==> src/rtl/ddc_fmt_pkg.sv <==
package ddc_fmt_pkg;
  localparam int DW    = 32;
  localparam int PW    = 16;
  localparam int NWORD = 4;

  localparam logic [2:0] FMT_T8  = 3'd0;
  localparam logic [2:0] FMT_R16 = 3'd1;
  localparam logic [2:0] FMT_R24 = 3'd2;
  localparam logic [2:0] FMT_T32 = 3'd3;
  localparam logic [2:0] FMT_FLT = 3'd4;

  // number of bits carried per word for a format code
  function automatic logic [5:0] fmt_width(input logic [2:0] f);
    case (f)
      FMT_T8:  return 6'd8;
      FMT_R16: return 6'd16;
      FMT_R24: return 6'd24;
      FMT_FLT: return 6'd12;
      default: return 6'd32;
    endcase
  endfunction

  function automatic logic fmt_is_wide(input logic [2:0] f);
    return fmt_width(f) > 6'(PW);
  endfunction

  // keep the top n bits, round half-up, saturate at the largest positive code
  function automatic logic [DW-1:0] round_keep(input logic [DW-1:0] x, input int n);
    logic signed [DW-1:0] top;
    logic [DW-1:0] mask;
    logic [DW-1:0] maxp;
    logic          half;
    top  = $signed(x) >>> (DW - n);
    mask = (DW'(1) << n) - DW'(1);
    maxp = (DW'(1) << (n - 1)) - DW'(1);
    half = x[DW-1-n];
    if (half && (top == $signed(maxp))) return maxp;
    return (DW'(top) + DW'(half)) & mask;
  endfunction

  // normalise by left shifts until the top two bits differ, at most 15 shifts
  function automatic logic [11:0] to_float(input logic [DW-1:0] x);
    logic [DW-1:0] s;
    logic [3:0]    sh;
    s  = x;
    sh = 4'd0;
    for (int i = 0; i < 15; i++) begin
      if (s[DW-1] == s[DW-2]) begin
        s  = s << 1;
        sh = sh + 4'd1;
      end
    end
    return {4'hF - sh, s[DW-1:DW-8]};
  endfunction

  function automatic logic [DW-1:0] fmt_convert(input logic [DW-1:0] x, input logic [2:0] f);
    case (f)
      FMT_T8:  return {24'd0, x[DW-1:DW-8]};
      FMT_R16: return round_keep(x, 16);
      FMT_R24: return round_keep(x, 24);
      FMT_FLT: return {20'd0, to_float(x)};
      default: return x;
    endcase
  endfunction

  // 16-bit view of a held word for the parallel port
  function automatic logic [PW-1:0] par_slice(input logic [DW-1:0] w, input logic [2:0] f,
                                              input logic lower);
    case (f)
      FMT_T8:  return {{8{w[7]}}, w[7:0]};
      FMT_R16: return w[15:0];
      FMT_FLT: return {4'd0, w[11:0]};
      FMT_R24: return lower ? {w[7:0], 8'd0} : w[23:8];
      default: return lower ? w[15:0] : w[31:16];
    endcase
  endfunction
endpackage

==> src/rtl/ddc_fmt_conv.sv <==
module ddc_fmt_conv
  import ddc_fmt_pkg::*;
(
  input  logic          clk,
  input  logic          rst_n,
  input  logic          load,
  input  logic [DW-1:0] x,
  input  logic [2:0]    fmt,
  output logic [DW-1:0] word_q
);
  always_ff @(posedge clk or negedge rst_n) begin
    if (!rst_n)    word_q <= '0;
    else if (load) word_q <= fmt_convert(x, fmt);
  end
endmodule

==> src/rtl/ddc_fmt_par.sv <==
module ddc_fmt_par
  import ddc_fmt_pkg::*;
(
  input  logic [NWORD-1:0][DW-1:0] words,
  input  logic [2:0]               fmt,
  input  logic [2:0]               psel,
  input  logic                     pout_en,
  input  logic                     prd,
  output logic [PW-1:0]            pout,
  output logic                     last_rd
);
  logic       wide;
  logic [1:0] widx;
  logic       is_last;

  always_comb begin
    wide    = fmt_is_wide(fmt);
    widx    = wide ? psel[2:1] : psel[1:0];
    is_last = wide ? (psel == 3'd7) : (psel[1:0] == 2'd3);
    pout    = pout_en ? par_slice(words[widx], fmt, psel[0]) : '0;
    last_rd = prd & pout_en & is_last;
  end
endmodule

==> src/rtl/ddc_fmt_ser.sv <==
module ddc_fmt_ser
  import ddc_fmt_pkg::*;
#(
  parameter int SCK_HALF = 1
) (
  input  logic                     clk,
  input  logic                     rst_n,
  input  logic                     start,
  input  logic [2:0]               fmt,
  input  logic                     mux,
  input  logic [NWORD-1:0][DW-1:0] words,
  output logic                     sck_raw,
  output logic                     sfs_raw,
  output logic                     sout_a,
  output logic                     sout_b,
  output logic                     active,
  output logic                     frame_done
);
  localparam int PER  = 2 * SCK_HALF;
  localparam int PH_W = (PER > 1) ? $clog2(PER) : 1;

  logic [PH_W-1:0] ph;
  logic [5:0]      slot;
  logic [1:0]      widx;
  logic [5:0]      wlen;
  logic            last_ph, last_slot, last_word;
  logic [4:0]      bidx;
  logic            data_slot;

  always_comb begin
    wlen       = fmt_width(fmt);
    last_ph    = (ph == PH_W'(PER - 1));
    last_slot  = (slot == wlen);
    last_word  = mux ? (widx == 2'd3) : (widx == 2'd1);
    frame_done = active & last_ph & last_slot & last_word;
    bidx       = 5'(wlen - slot);
    data_slot  = active & (slot != 6'd0);
    sck_raw    = active & (ph >= PH_W'(SCK_HALF));
    sfs_raw    = active & (slot == 6'd0);
    sout_a     = data_slot & words[widx][bidx];
    sout_b     = data_slot & ~mux & words[{1'b1, widx[0]}][bidx];
  end

  always_ff @(posedge clk or negedge rst_n) begin
    if (!rst_n) begin
      active <= 1'b0;
      ph     <= '0;
      slot   <= '0;
      widx   <= '0;
    end else if (start) begin
      active <= 1'b1;
      ph     <= '0;
      slot   <= '0;
      widx   <= '0;
    end else if (active) begin
      if (last_ph) begin
        ph <= '0;
        if (last_slot) begin
          slot <= '0;
          if (last_word) active <= 1'b0;
          else           widx   <= widx + 2'd1;
        end else begin
          slot <= slot + 6'd1;
        end
      end else begin
        ph <= ph + PH_W'(1);
      end
    end
  end
endmodule

==> src/rtl/ddc_out_fmt.sv <==
module ddc_out_fmt
  import ddc_fmt_pkg::*;
#(
  parameter int SCK_HALF = 1
) (
  input  logic          clk,
  input  logic          rst_n,
  input  logic          in_valid,
  input  logic [DW-1:0] a_i,
  input  logic [DW-1:0] a_q,
  input  logic [DW-1:0] b_i,
  input  logic [DW-1:0] b_q,
  input  logic [2:0]    fmt_sel,
  input  logic          mux_one,
  input  logic          sck_inv,
  input  logic          sfs_inv,
  input  logic          rdy_inv,
  input  logic          pout_en,
  input  logic [2:0]    psel,
  input  logic          prd,
  output logic [PW-1:0] pout,
  output logic          sck,
  output logic          sfs,
  output logic          sout_a,
  output logic          sout_b,
  output logic          rdy
);
  logic [NWORD-1:0][DW-1:0] raw_w;
  logic [NWORD-1:0][DW-1:0] held_w;
  logic [2:0] fmt_q;
  logic       mux_q;
  logic       rdy_raw;

  // named events for the checker
  logic latch_evt;
  logic frame_done;
  logic par_last_rd;
  logic ser_active;
  logic sck_raw, sfs_raw;

  assign raw_w     = {b_q, b_i, a_q, a_i};
  assign latch_evt = in_valid;

  for (genvar g = 0; g < NWORD; g++) begin : g_conv
    ddc_fmt_conv conv_i (
      .clk    (clk),
      .rst_n  (rst_n),
      .load   (latch_evt),
      .x      (raw_w[g]),
      .fmt    (fmt_sel),
      .word_q (held_w[g])
    );
  end

  always_ff @(posedge clk or negedge rst_n) begin
    if (!rst_n) begin
      fmt_q <= FMT_T8;
      mux_q <= 1'b0;
    end else if (latch_evt) begin
      fmt_q <= fmt_sel;
      mux_q <= mux_one;
    end
  end

  ddc_fmt_par par_i (
    .words   (held_w),
    .fmt     (fmt_q),
    .psel    (psel),
    .pout_en (pout_en),
    .prd     (prd),
    .pout    (pout),
    .last_rd (par_last_rd)
  );

  ddc_fmt_ser #(.SCK_HALF(SCK_HALF)) ser_i (
    .clk        (clk),
    .rst_n      (rst_n),
    .start      (latch_evt),
    .fmt        (fmt_q),
    .mux        (mux_q),
    .words      (held_w),
    .sck_raw    (sck_raw),
    .sfs_raw    (sfs_raw),
    .sout_a     (sout_a),
    .sout_b     (sout_b),
    .active     (ser_active),
    .frame_done (frame_done)
  );

  always_ff @(posedge clk or negedge rst_n) begin
    if (!rst_n)                         rdy_raw <= 1'b0;
    else if (latch_evt)                 rdy_raw <= 1'b1;
    else if (par_last_rd || frame_done) rdy_raw <= 1'b0;
  end

  assign sck = sck_raw ^ sck_inv;
  assign sfs = sfs_raw ^ sfs_inv;
  assign rdy = rdy_raw ^ rdy_inv;
endmodule

==> config.mk <==
export PLATFORM = sky130hd
export DESIGN_NAME = ddc_out_fmt
export DESIGN_NICKNAME = d
export VERILOG_FILES = /design/src/rtl/ddc_fmt_pkg.sv /design/src/rtl/ddc_fmt_conv.sv /design/src/rtl/ddc_fmt_par.sv /design/src/rtl/ddc_fmt_ser.sv /design/src/rtl/ddc_out_fmt.sv
export SDC_FILE = /design/constraint.sdc
export NUM_CORES = 1
export LEC_CHECK = 0
export CAP_MARGIN = 20
export CELL_PAD_IN_SITES_DETAIL_PLACEMENT = 0
export CELL_PAD_IN_SITES_GLOBAL_PLACEMENT = 1
export CORE_MARGIN = 2
export CORE_UTILIZATION = 35
export CTS_BUF_LIST = sky130_fd_sc_hd__clkbuf_8
export CTS_CLUSTER_SIZE = 24
export DETAILED_ROUTE_END_ITERATION = 8
export GPL_TIMING_DRIVEN = 0
export PLACE_DENSITY_LB_ADDON = 0.12
export SYNTH_ARGS = -nofsm -noshare
export SYNTH_HDL_FRONTEND = slang
export SYNTH_SLANG_ARGS = --single-unit
==> constraint.sdc <==
create_clock -name clk -period 3.9 [get_ports clk]
set_input_delay 0.39 -clock clk [delete_from_list [all_inputs] [get_ports clk]]
set_output_delay 0.39 -clock clk [all_outputs]
set_load 0.005 [all_outputs]
# Yosys cells after proc, flatten, opt, wreduce, memory -nomap -nowiden
# Cells that the tools add are included.
word_totals:
  register_bits: 143
  latch_bits: 0
  mem_bits_rw: 0
  mem_bits_ro: 0
  out_inout_bits: 21
  n_memories: 0
classes:
  add_sub_neg: 72
  mul: 0
  div: 0
  n_lt_le_gt_ge: 6
  n_eq_ne: 80
  n_shift: 0
  mux: 433
  bitwise: 15
  n_reduce_logical: 19
op_table:
  columns: ["operator", "count"]
  rows:
  - ["2-to-1 mux 32 bit", 192]
  - ["2-to-1 mux 4 bit", 176]
  - ["one-hot mux 32 bit (4 select lines)", 4]
  - ["adder 4 x 1 -> 4 bit, second input constant", 56]
  - ["binary-select mux 32 bit (select 2 bit)", 2]
  - ["adder 24 x 2 -> 24 bit", 4]
  - ["== test 24 bit, second input constant", 4]
  - ["adder 16 x 2 -> 16 bit", 4]
  - ["== test 16 bit, second input constant", 4]
  - ["one-hot mux 16 bit (4 select lines)", 1]
  - ["== test 1 bit", 60]
  - ["2-to-1 mux 16 bit", 3]
  - ["2-to-1 mux 1 bit", 42]
  - ["2-to-1 mux 6 bit", 4]
  - ["one-hot mux 6 bit (4 select lines)", 1]
  - ["subtractor 4 bit, first input constant", 4]
  - ["2-to-1 mux 2 bit", 6]
  - ["AND 1 bit", 11]
  - ["binary-select mux 1 bit (select 5 bit)", 2]
  - ["== test 3 bit, second input constant", 3]
  - ["< comparator 2 x 3 -> 1 bit, second input constant", 3]
  - ["logical AND 1 bit", 8]
  - ["nonzero test 2 bit", 4]
  - ["adder 6 x 1 -> 6 bit, second input constant", 1]
  - ["20 further kinds", 26]

# Depth between registers and ports, before layout
depth:
  depth_word: 62
  depth_mapped: 46
  ltp_nobuf: 41

# Cells and area by module
# From an unflattened synthesis, not the netlist that was laid out.
unflattened:
  cells_unflattened: 5067
  area_unflattened_um2: 37074.3
by_module_without_submodules:
  columns: ["module", "instances", "cells_per_inst", "area_per_inst_um2"]
  rows:
  - ["ddc_fmt_conv (g_conv[0].conv_i ...)", 3, 1127, 8062.7]
  - ["ddc_fmt_conv (g_conv[2].conv_i)", 1, 1139, 8182.8]
  - ["ddc_fmt_par", 1, 334, 2601.2]
  - ["ddc_fmt_ser", 1, 199, 1893.1]
  - ["ddc_out_fmt", 1, 14, 209.0]

# Worst setup path before layout
# OpenSTA, ideal clock, no wires.
synth_path:
  kind: "in2reg"
  startpoint: "input port a_q[30]"
  endpoint: "register g_conv[1].conv_i.word_q[9]"
  t_arrival_ns: 9.243
  required_ns: 3.758
  slack_ns: -5.485
  cell_stages: 45
  path_cell_list: "buf_2 > inv_1 > ha_1 > buf_4 > mux2i_1 > mux2i_1 > a21oi_1 > or2_2 > o22a_1 > ha_1 > clkbuf_1 > clkinv_1 > or3_1 > o41a_1 > o41a_1 > buf_2 > buf_2 > nor2_1 > [9 not listed] > ha_1 > clkbuf_1 > inv_1 > clkbuf_1 > nand3_1 > o221ai_1 > ha_1 > or3b_2 > o21ai_0 > a211oi_1 > a21o_1 > ha_1 > nand2_1 > o21ai_1 > ha_1 > mux2i_1 > a2111oi_0 > a211oi_1"
synth_via:
  elab_chain_cells: 62
  elab_cells_between_ends: 130
  classes_between: "add/sub (15); eq/ne (17); mux (96); reduce/logical (2)"
synth_lines:
  columns: ["item", "line_no", "source"]
  rows:
  - ["start, declared", "ddc_out_fmt.sv:10", "input logic [DW-1:0] a_q,"]
  - ["== test 1 bit", "ddc_fmt_pkg.sv:48", "if (s[DW-1] == s[DW-2]) begin"]
  - ["2-to-1 mux 1 bit / 2-to-1 mux 32 bit (equally long branches)", "ddc_fmt_pkg.sv:48", null]
  - ["2-to-1 mux 4 bit / 2-to-1 mux 32 bit (equally long branches)", "ddc_fmt_pkg.sv:57", "case (f)"]
  - ["2-to-1 mux 4 bit / 2-to-1 mux 32 bit (equally long branches)", "ddc_fmt_conv.sv:13", "else if (load) word_q <= fmt_convert(x, fmt);"]
  - ["adder 4 x 1 -> 4 bit / == test 1 bit (equally long branches)", "ddc_fmt_pkg.sv:50, ddc_fmt_pkg.sv:48", null]
  - ["2-to-1 mux 4 bit / 2-to-1 mux 32 bit (equally long branches)", "ddc_fmt_pkg.sv:48", null]
  - ["2-to-1 mux 4 bit / 2-to-1 mux 32 bit (equally long branches)", "ddc_fmt_pkg.sv:57", null]
  - ["2-to-1 mux 4 bit / 2-to-1 mux 32 bit (equally long branches)", "ddc_fmt_conv.sv:13", null]
  - ["[46 not listed]", null, null]
  - ["2-to-1 mux 4 bit / 2-to-1 mux 32 bit (equally long branches)", "ddc_fmt_pkg.sv:57", null]
  - ["2-to-1 mux 4 bit / 2-to-1 mux 32 bit (equally long branches)", "ddc_fmt_conv.sv:13", null]
  - ["adder 4 x 1 -> 4 bit / == test 1 bit (equally long branches)", "ddc_fmt_pkg.sv:50, ddc_fmt_pkg.sv:48", null]
  - ["2-to-1 mux 4 bit", "ddc_fmt_pkg.sv:48", null]
  - ["2-to-1 mux 4 bit", "ddc_fmt_pkg.sv:57", null]
  - ["2-to-1 mux 4 bit", "ddc_fmt_conv.sv:13", null]
  - ["subtractor 4 bit", "ddc_fmt_pkg.sv:53", "return {4'hF - sh, s[DW-1:DW-8]};"]
  - ["one-hot mux 32 bit (4 select lines) (*)", "ddc_fmt_pkg.sv:57", null]
  - ["end signal, assigned", "ddc_fmt_conv.sv:13", null]
  - ["end, declared", "ddc_fmt_conv.sv:9", "output logic [DW-1:0] word_q"]
# Every way passes the cells marked *; elsewhere a longest branch is shown, timed or not. The select of a mux whose other input is x is not followed.
# A chain may end at the register's enable or synchronous reset.

# Final worst setup path
layout_path:
  startpoint: "input port a_q[30]"
  endpoint: "register g_conv[1].conv_i.word_q[11]"
# Same word-level chain as after synthesis.

==> metrics.md <==
| Metric | Value |
|---|---|
| Least-Margin Pin Slew | 1097 ps |
| Most common cell in the synthesized netlist | nand2_1 |
| WL final | 165300 µm |
| TritonRoute pass-1 iters | 8 |
| Required @ worst endpoint | 4270 ps |
| Tightest hold margin | 215.7 ps |
| CTS buffer count | 17 |
| HP Start | b_q[31] |
| Post-route clock period utilization | 195.0% |
| Max clock buf depth | 2 |
| Worst path max stage delay | 390 ps |
| Final worst slack | -3704 ps |
| EDFF count, synth | 0 |
| Worst reg-to-reg path cell count | 12 |
| Final hold violation count | 0 |
| Worst Path Buf+Inv | 8 |
| Maxcap violations | 0 |
| Synth warnings | 0 |
| Clk Latency, worst-skew pair | 500 ps |
| Fill cells | 9355 |
| Initial DRC count | 3942 |
| Final Max Tran Viols | 0 |
| Worst r2r src | fmt_q[0] |
| Dpl cell area | 38470 µm² |
| Die extent in x | 313.8 µm |
| # nets final | 5538 |
| Total GRT Usage | 32.20% |
| Row cnt | 113 |
| R2R Setup Slk | 1010 ps |
| Die area | 98480 µm² |
| Yosys top cell by area | dfrtp_1 |
| CP Class | primary input to register |
| Slew HR | 26.87% |
| Ports | 164 |
| Largest net degree at the start of global routing | 77 |
| First-pass GRT wire length | 246900 µm |
| Synth async-reset ratio | 100.0% |
| Commonest cells post-synth | 468 x nand2_1, 428 x a21oi_1, 398 x nor2_1 |
| Failing checks | negative setup slack |
| CP startpoint | a_q[30] |
| Ys flop type | dfrtp_1 |
| CP Capture Type | register |
| Yosys reg bits | 143 |
| Critical path peak fanout | 10 |
| Syn_area_per_cell | 7.222 µm² |
| Reg-to-Reg End | ser_i.widx[1] |
| Syn nets | 4912 |
| Crit path to | g_conv[1].conv_i.word_q[11] |
| CP max-delay cell | or3b_4 |
| CTS tree | built |
| Startpoint types | primary input |
| Fin area | 47360 µm² |
| Clock H-tree levels | 4 |
| CP delay by family, top | adder cells |
| Sink Count | 143 |
| Core area | 95010 µm² |
| Root Buffer | clkbuf_8 |
| Layout cell share with drive strength beyond 1 | 30.10% |
| Initial antenna violation count | 4 |
| Clock transition at the registers of the reported paths | 90 ps |
| RSZ-0062 raised after global routing | true |
| Buffers on Ports | 125 |
| Syn Std Cell Area | 33590 µm² |
| Post-synth top area share | 10.65% |
| HP Class | primary input to register |
| Fmax | 131.5 MHz |
| Worst path depth | 43 |
| Antenna-violating nets left | 0 |
| Final Util | 49.85% |
| Clock skew | 10.80 ps |
| DR vias | 41.22k |
| Layout Area Growth over Synthesis | 40.97% |
| Cell count after synthesis | 4652 |
| Vias in the first global route | 39.34k |
| Grt ovf | 0 |
| GP Congestion | 1.017 |
| Final min period | 7604 ps |
| DIE HEIGHT | 313.8 µm |
| Outcome | finished with violations |
| Routed WL per cell | 25.22 µm |
| Residual DRC | 0 |
| Synth cell types | 119 |
| Largest cells by area after synthesis | dfrtp_1 11%, mux2i_1 9.7%, a21oi_1 6.4%, xnor2_1 6.0%, nand2_1 5.2% |
| HPWL after DPL | 123400 µm |
| Starting Density | 35.36% |
| Vias per inst | 6.286 |
| Final setup violation count | 63 |
| Data arrival, critical path | 7980 ps |
| Sequential area share after synthesis | 10.65% |
==> logic make-up (layout without fill, tap and decap cells) <==
| group | Yosys count | in the layout | synth area share (%) |
|---|---|---|---|
| flops | 143 | 143 | 10.65 |
| buf+inv | 496 | 1133 | 5.899 |
| xor+xnor | 332 | 332 | 9.099 |
| mux | 491 | 491 | 17.89 |
| compound gates | 1578 | 1578 | 31.28 |
| simple gates | 1495 | 1495 | 20.82 |
| fa+ha+maj | 117 | 117 | 4.358 |
| other cells | 0 | 3 | 0 |
==> worst min-delay path: cells and delay by family <==
family                 cells  cell delay (ps)
buffers and inverters      1              170
AND/OR/NAND/NOR            1               80
AO/OA/AOI/OAI              1               50
==> flip-flops by register name, indices dropped and copies added (netlist names) <==
name	count
ser_i.widx	2
fmt_q	3
ser_i.active	1
mux_q	1
rdy_raw	1
g_conv.conv_i.word_q	128
ser_i.slot	6
ser_i.last_ph	1
==> what timing repair did <==
action	in CTS	in global routing
resized for setup	812	267
setup endpoints to repair	96	96
cloned	1	0
pin swaps	291	197
buffers inserted	383	109
endpoints found under the hold margin	67	0
hold buffers	1	0
==> stage by stage <==
step / TNS (ps) / std cells / setup WS, ps
after floorplan: -136340 / 4652 / -4041
after global placement: -876740 / 6042 / -6253
after detailed placement: -288280 / 6047 / -6255
after CTS: -130990 / 6453 / -3689
after global routing: -146980 / 6556 / -4063
final: -134440 / 6557 / -3704
==> placed cells by master (no fill, tap or decap), drive strengths merged, types with 20 or more instances in the layout <==
master,synthesis,layout
a31oi,66,66
nor2b,21,21
o2bb2ai,41,41
nor3,104,104
a211oi,71,71
o21ai,353,353
a221oi,42,42
inv,105,107
a21oi,430,430
or2,29,29
clkdlybuf4s50,0,97
and2,40,40
a2111oi,20,20
a22oi,48,48
nand4,81,81
mux4,75,75
nand2,469,469
mux2,83,83
clkbuf,275,275
nand3,172,172
nand2b,22,22
a21o,27,27
buf,107,619
mux2i,333,333
xor2,89,89
and3,41,41
o22ai,56,56
o21a,30,30
xnor2,238,238
o31ai,34,34
nor2,401,401
or3,31,31
dfrtp,143,143
nor4,33,33
o211ai,78,78
o221ai,58,58
ha,117,117
==> final cells by class <==
type / instances / area [µm²] / share of cell area (%)
multi-input combinational: 4013 / 33080 / 69.86
sequential: 143 / 3582 / 7.564
inverter: 114 / 539.3 / 1.139
clock inverter: 9 / 156.4 / 0.3302
timing repair buffer: 618 / 5358 / 11.31
buffer: 371 / 2761 / 5.831
clock buffer: 21 / 289.0 / 0.6103
antenna: 3 / 7.507 / 0.01585
tap: 1265 / 1583 / 3.342
==> per-layer routing <==
metal	track usage (%)	part of all wire, %	vias to the layer above
li1	-	-	18910
met1	42.34	42	20230
met2	53.48	47	1746
met3	3.899	6.5	332
met4	12.99	4.4	0
met5	0	0	-
==> how the worst min path moves through the flow <==
stage / end / cells past startpoint
finish: g_conv[3].conv_i.word_q[31] / 3
global route: g_conv[1].conv_i.word_q[31] / 3
CTS: g_conv[3].conv_i.word_q[31] / 3
detailed placement: rdy_raw / 1
global placement: g_conv[1].conv_i.word_q[31] / 1
floorplan: fmt_q[0] / 0
Power is not shown: default switching activity piles up to over one toggle a cycle in this logic, so the estimate is an artifact.
